`src/rtl/gpio_sync_pkg.sv`:
```
package gpio_sync_pkg;
  localparam int unsigned ADDR_W = 2;
  typedef enum logic [ADDR_W-1:0] {
    REG_PIN  = 2'd0,
    REG_DIR  = 2'd1,
    REG_OUT  = 2'd2,
    REG_RSVD = 2'd3
  } gpio_reg_e;
endpackage

```
`src/rtl/gpio_sync_cell.sv`:
```
// One bit of synchronizer. The capture stage closes on the falling edge and
// holds through the low phase, which is what the next rising-edge stage of a
// high-transparent latch sees; a falling-edge register gives that behaviour
// without a race at the rising edge.
module gpio_sync_cell (
  input  logic clk_i,
  input  logic rst_ni,
  input  logic d_i,
  output logic q_o
);
  logic capt_q;
  logic pin_q;

  always_ff @(negedge clk_i or negedge rst_ni) begin
    if (!rst_ni) capt_q <= 1'b0;
    else         capt_q <= d_i;
  end

  always_ff @(posedge clk_i or negedge rst_ni) begin
    if (!rst_ni) pin_q <= 1'b0;
    else         pin_q <= capt_q;
  end

  assign q_o = pin_q;
endmodule

```
`src/rtl/gpio_regfile.sv`:
```
module gpio_regfile
  import gpio_sync_pkg::*;
#(
  parameter int unsigned WIDTH = 8
) (
  input  logic              clk_i,
  input  logic              rst_ni,
  input  logic [ADDR_W-1:0] addr_i,
  input  logic              we_i,
  input  logic [WIDTH-1:0]  wdata_i,
  input  logic [WIDTH-1:0]  pin_i,
  output logic [WIDTH-1:0]  rdata_o,
  output logic [WIDTH-1:0]  dir_o,
  output logic [WIDTH-1:0]  out_o
);
  gpio_reg_e    sel;
  logic [WIDTH-1:0] dir_q, out_q;

  assign sel = gpio_reg_e'(addr_i);

  always_ff @(posedge clk_i or negedge rst_ni) begin
    if (!rst_ni) begin
      dir_q <= '0;
      out_q <= '0;
    end else if (we_i) begin
      if (sel == REG_DIR) dir_q <= wdata_i;
      if (sel == REG_OUT) out_q <= wdata_i;
    end
  end

  always_comb begin
    unique case (sel)
      REG_PIN: rdata_o = pin_i;
      REG_DIR: rdata_o = dir_q;
      REG_OUT: rdata_o = out_q;
      default: rdata_o = '0;
    endcase
  end

  assign dir_o = dir_q;
  assign out_o = out_q;
endmodule

```
`src/rtl/gpio_pad_ctrl.sv`:
```
module gpio_pad_ctrl #(
  parameter int unsigned WIDTH = 8
) (
  input  logic [WIDTH-1:0] dir_i,
  input  logic [WIDTH-1:0] out_i,
  output logic [WIDTH-1:0] pad_o,
  output logic [WIDTH-1:0] pad_oe_o
);
  assign pad_o    = out_i;
  assign pad_oe_o = dir_i;
endmodule

```
`src/rtl/gpio_sync_port.sv`:
```
module gpio_sync_port
  import gpio_sync_pkg::*;
#(
  parameter int unsigned WIDTH = 8
) (
  input  logic              clk_i,
  input  logic              rst_ni,
  input  logic [ADDR_W-1:0] addr_i,
  input  logic              we_i,
  input  logic [WIDTH-1:0]  wdata_i,
  output logic [WIDTH-1:0]  rdata_o,
  input  logic [WIDTH-1:0]  pad_i,
  output logic [WIDTH-1:0]  pad_o,
  output logic [WIDTH-1:0]  pad_oe_o
);
  logic [WIDTH-1:0] pin_sync;
  logic [WIDTH-1:0] dir;
  logic [WIDTH-1:0] outv;

  for (genvar b = 0; b < WIDTH; b++) begin : g_sync
    gpio_sync_cell i_cell (
      .clk_i (clk_i),
      .rst_ni(rst_ni),
      .d_i   (pad_i[b]),
      .q_o   (pin_sync[b])
    );
  end

  gpio_regfile #(.WIDTH(WIDTH)) i_regs (
    .clk_i  (clk_i),
    .rst_ni (rst_ni),
    .addr_i (addr_i),
    .we_i   (we_i),
    .wdata_i(wdata_i),
    .pin_i  (pin_sync),
    .rdata_o(rdata_o),
    .dir_o  (dir),
    .out_o  (outv)
  );

  gpio_pad_ctrl #(.WIDTH(WIDTH)) i_pad (
    .dir_i   (dir),
    .out_i   (outv),
    .pad_o   (pad_o),
    .pad_oe_o(pad_oe_o)
  );
endmodule

```
`config.mk`:
```
export PLATFORM = sky130hd
export DESIGN_NAME = gpio_sync_port
export DESIGN_NICKNAME = d
export VERILOG_FILES = /design/src/rtl/gpio_sync_pkg.sv /design/src/rtl/gpio_sync_cell.sv /design/src/rtl/gpio_regfile.sv /design/src/rtl/gpio_pad_ctrl.sv /design/src/rtl/gpio_sync_port.sv
export SDC_FILE = /design/constraint.sdc
export NUM_CORES = 1
export LEC_CHECK = 0
export ABC_CLOCK_PERIOD_IN_PS = 800
export BUFFER_PORTS_ARGS = -buffer_cell sky130_fd_sc_hd__buf_4
export CAP_MARGIN = 20
export CORE_MARGIN = 3
export CORE_UTILIZATION = 42
export CTS_CLUSTER_SIZE = 24
export DETAILED_ROUTE_END_ITERATION = 7
export GPL_ROUTABILITY_DRIVEN = 0
export GPL_TIMING_DRIVEN = 0
export PLACE_DENSITY = 0.72
export SETUP_SLACK_MARGIN = 0.05
export SLEW_MARGIN = 25
export SYNTH_ARGS = -nofsm -noshare
export SYNTH_HDL_FRONTEND = slang
export SYNTH_SLANG_ARGS = --single-unit
```
`constraint.sdc`:
```
create_clock -name clk_i -period 0.8 [get_ports clk_i]
set_input_delay 0.08 -clock clk_i [delete_from_list [all_inputs] [get_ports clk_i]]
set_output_delay 0.08 -clock clk_i [all_outputs]
set_load 0.005 [all_outputs]
```
==> results list <==
- Outcome: finished with violations
- Violated checks: hold timing, setup timing
- The worst register-to-register path has a setup slack of -180 ps.
- Maximum vdd drop: 0.00173 V
- The cell count after synthesis came out at 70.
* Post-placement setup slack: -226 ps
- For this block, the via count after detailed routing is 856.
- The number of nets handed over by synthesis was 91.
* Internal power: 3.23 mW
- Startpoint class of the critical path: flop
- CTS placed an instance of sky130_fd_sc_hd__clkbuf_4 at the clock tree root.
- At the pin with the least slew margin, the transition time is 398 ps.
* Sequential area share after synthesis: 66.7%
- Dividing the detail-routed via count by the number of cells gives 5.04.
* Fraction of the cycle the final worst path needs: 153%
* Inserted Clock Buffers: 5
- Final setup violation count: 42
- Per report_power, the combinational group accounts for 32.3% of the total.
* Register bit count reported by yosys: 32
- In this run the tool buffered the top-level ports with 44 buffer cells.
- For this run, the post-layout net count is 160.
* DP Wirelength: 1680 um
* Number of placed I/O pins: 45
- Data arrival time of the worst path: 1150 ps
- After global routing the overflow that remains totals 0.
- Area share of the largest cell type after synthesis: 50.0%
- Maximum buffer depth of the clock tree: 2
- Worst flop-to-flop path startpoint: i_regs.out_o[2]
- Required time at the worst-slack endpoint: 720 ps
- TritonCTS built the clock tree.
- In the post-route analysis, the smallest setup slack over all paths is -428 ps.
- Clock skew on the completed layout was measured at 10.3 ps.
- The smallest clock period supported by the final layout is computed as 1230 ps.
* Final total negative setup slack: -8090 ps
* Placed cells: 144
- The floorplan step set the die height to 59.5 um.
- Critical-path maximum fanout: 2
* Vias in the first global route: 916
* Antenna violations before repair: 0
- Summed over all cells, the static leakage comes to 1.01 nW.
* Yosys warning count: 0
- The first detailed-routing pass ran for 3 iterations.
- RSZ-0062 raised after global routing: yes
* Fraction of final layout cells sized beyond drive strength 1: 63.6%
- Netlist area before placement: 1200 um2
- Across all hold checks on the routed design, the worst slack comes to -325 ps.
- Count of standard-cell rows: 18
* Core Area: 2590 um2
- Switching power: 1.05 mW
- The clock reaches the later pin of the worst-skew pair after 330 ps.
* Final std cells w/o fill: 170
* Achievable frequency: 0.814 GHz
- Clock-pin slew was measured on the worst setup and hold paths at 90 ps.
- Pin count of the biggest net entering global routing: 33
* Power, Total: 4.28 mW
- The number of failing hold endpoints at the final stage was 45.
- The clock drives 32 sinks.
- The initial utilization of the core area, before any placement, comes to 46.4%.
- First-pass GRT wire length: 4370 um
- Net switching is 24.6% of the power.
* Largest cells by area after synthesis: sky130_fd_sc_hd__dfrtp_1 (50%), sky130_fd_sc_hd__dfrtn_1 (17%), sky130_fd_sc_hd__mux2_2 (15%)
- The worst setup path is of the reg -> out kind.
- For this design the ratio of total power to cell area is 2180 nW/um2.
- Class of the worst hold path: in -> async
- The die is 59.5 um wide.
* Average cell area after synthesis: 17.2 um2
* Cell Area, Placed: 1650 um2
- Number of H-tree levels: 2
* Count of cells along the worst register-to-register path: 3
* DRC marker count from the first detailed-route iteration: 21
- The netlist uses 10 different library cells.
- After detailed routing, the number of remaining DRC violations is 0.
* Die area: 3540 um2
- Slew margin rel.: 73.5%
* Finished layout cell area: 1960 um2
- In this run, flip-flops and latches consume 45.9% of the power.
* Cell type with the largest total area after synthesis: sky130_fd_sc_hd__dfrtp_1
- In this run the remaining antenna-violating nets after routing total 0.
* Ant. Diodes: 0
- The worst register-to-register path ends at i_regs.out_o[2].
- Final number of max-transition violations: 0
- Max-cap violations in this run came to 0.
- Relative to the synthesized area, the layout overhead comes to 63.1%.
- Global router's overall resource usage: 17.9%
- Dividing the detail-routed wire length by the instance count gives 17.1 um.
* Endpoint class of the critical path: output pin
- Clk pwr share: 21.8%
- Routed WL: 2910 um
cells in the mapped netlist:
| master | n |
|---|---|
| sky130_fd_sc_hd__dfrtp_1 | 24 |
| sky130_fd_sc_hd__mux2_2 | 16 |
| sky130_fd_sc_hd__dfrtn_1 | 8 |
| sky130_fd_sc_hd__mux2i_1 | 8 |
| sky130_fd_sc_hd__o2bb2ai_1 | 8 |
| sky130_fd_sc_hd__nand3b_4 | 2 |
| sky130_fd_sc_hd__buf_2 | 1 |
| sky130_fd_sc_hd__buf_4 | 1 |
| sky130_fd_sc_hd__buf_6 | 1 |
| sky130_fd_sc_hd__nor2b_1 | 1 |
registers in the layout (all words and copies together) (netlist names):
register	cells
g_sync.i_cell.q_o	8
i_regs.out_o	8
i_regs.dir_o	8
g_sync.i_cell.capt_q	8
critical path, cell delays in order, from the launching register on:
cell	delay, ps
sky130_fd_sc_hd__dfrtp_1	400
sky130_fd_sc_hd__mux2i_1	160
sky130_fd_sc_hd__o2bb2ai_1	110
sky130_fd_sc_hd__buf_4	150
how the worst max path moves through the flow:
stage	slack, ps	startpoint	cells past startpoint	endpoint
detailed placement	-230	addr_i[1]	6	rdata_o[3]
global placement	-230	addr_i[1]	6	rdata_o[3]
global route	-500	i_regs.out_o[1]	3	rdata_o[1]
CTS	-380	i_regs.out_o[6]	3	rdata_o[6]
floorplan	-20	g_sync[0].i_cell.capt_q	0	g_sync[0].i_cell.q_o
finish	-430	i_regs.out_o[1]	3	rdata_o[1]
cell families (layout without fill, tap and decap cells):
family / count (synthesis) / count (layout) / share of synthesized area (%)
flops: 32 / 32 / 66.7
buf+inv: 3 / 73 / 1.98
compound gates: 8 / 8 / 5.83
mux: 24 / 24 / 21.7
simple gates: 3 / 3 / 3.85
layer usage:
metal	share of wire (%)	wire length [um]	vias to the layer above	GRT usage [%]
met5	0	0	-	0
met4	2.3	68	0	7.77
met3	7.1	208	8	6.75
met2	52	1520	36	29.6
met1	38	1110	420	20.6
li1	-	-	392	-
metrics by stage:
| stage | util (%) | hold WS, ps |
|---|---|---|
| after floorplan | - | -216 |
| after global placement | 63.5 | 34.0 |
| after detailed placement | 63.5 | 38.5 |
| after CTS | 72.6 | -335 |
| after global routing | 75.7 | -329 |
| final | 75.7 | -325 |
power groups by stage:
stage                     Combinational [mW]  Clock (mW)  Sequential, mW
after detailed placement               0.882           0            1.99
after global routing                    1.49        1.04            1.98
after CTS                               1.23       0.977            1.95
after floorplan                        0.381           0            1.97
after global placement                 0.871           0            1.97
final                                   1.38       0.934            1.96
placed cells by master (no fill, tap or decap), types with 2 or more instances in the layout:
master	synthesis	routed
sky130_fd_sc_hd__mux2i_1	8	8
sky130_fd_sc_hd__o2bb2ai_1	8	8
sky130_fd_sc_hd__buf_4	1	30
sky130_fd_sc_hd__clkbuf_1	0	2
sky130_fd_sc_hd__buf_6	1	32
sky130_fd_sc_hd__mux2_4	0	16
sky130_fd_sc_hd__clkbuf_4	0	5
sky130_fd_sc_hd__nand3b_4	2	2
sky130_fd_sc_hd__dfrtn_1	8	8
sky130_fd_sc_hd__dfrtp_1	24	24
final cells by class:
cell class | instances | area [um2]
tap | 30 | 37.5
clock buffer | 8 | 58.8
buffer | 3 | 40.0
multi-input combinational | 35 | 437
timing repair buffer | 62 | 586
sequential | 32 | 801
fill | 157 | 631
what timing repair did:
action,4_1_cts,5_1_grt
pin swaps,8,0
endpoints found under the hold margin,48,48
setup endpoints to repair,48,48
setup buffers,14,7
resized for setup,19,15
Power figures use the tool's default switching activity.
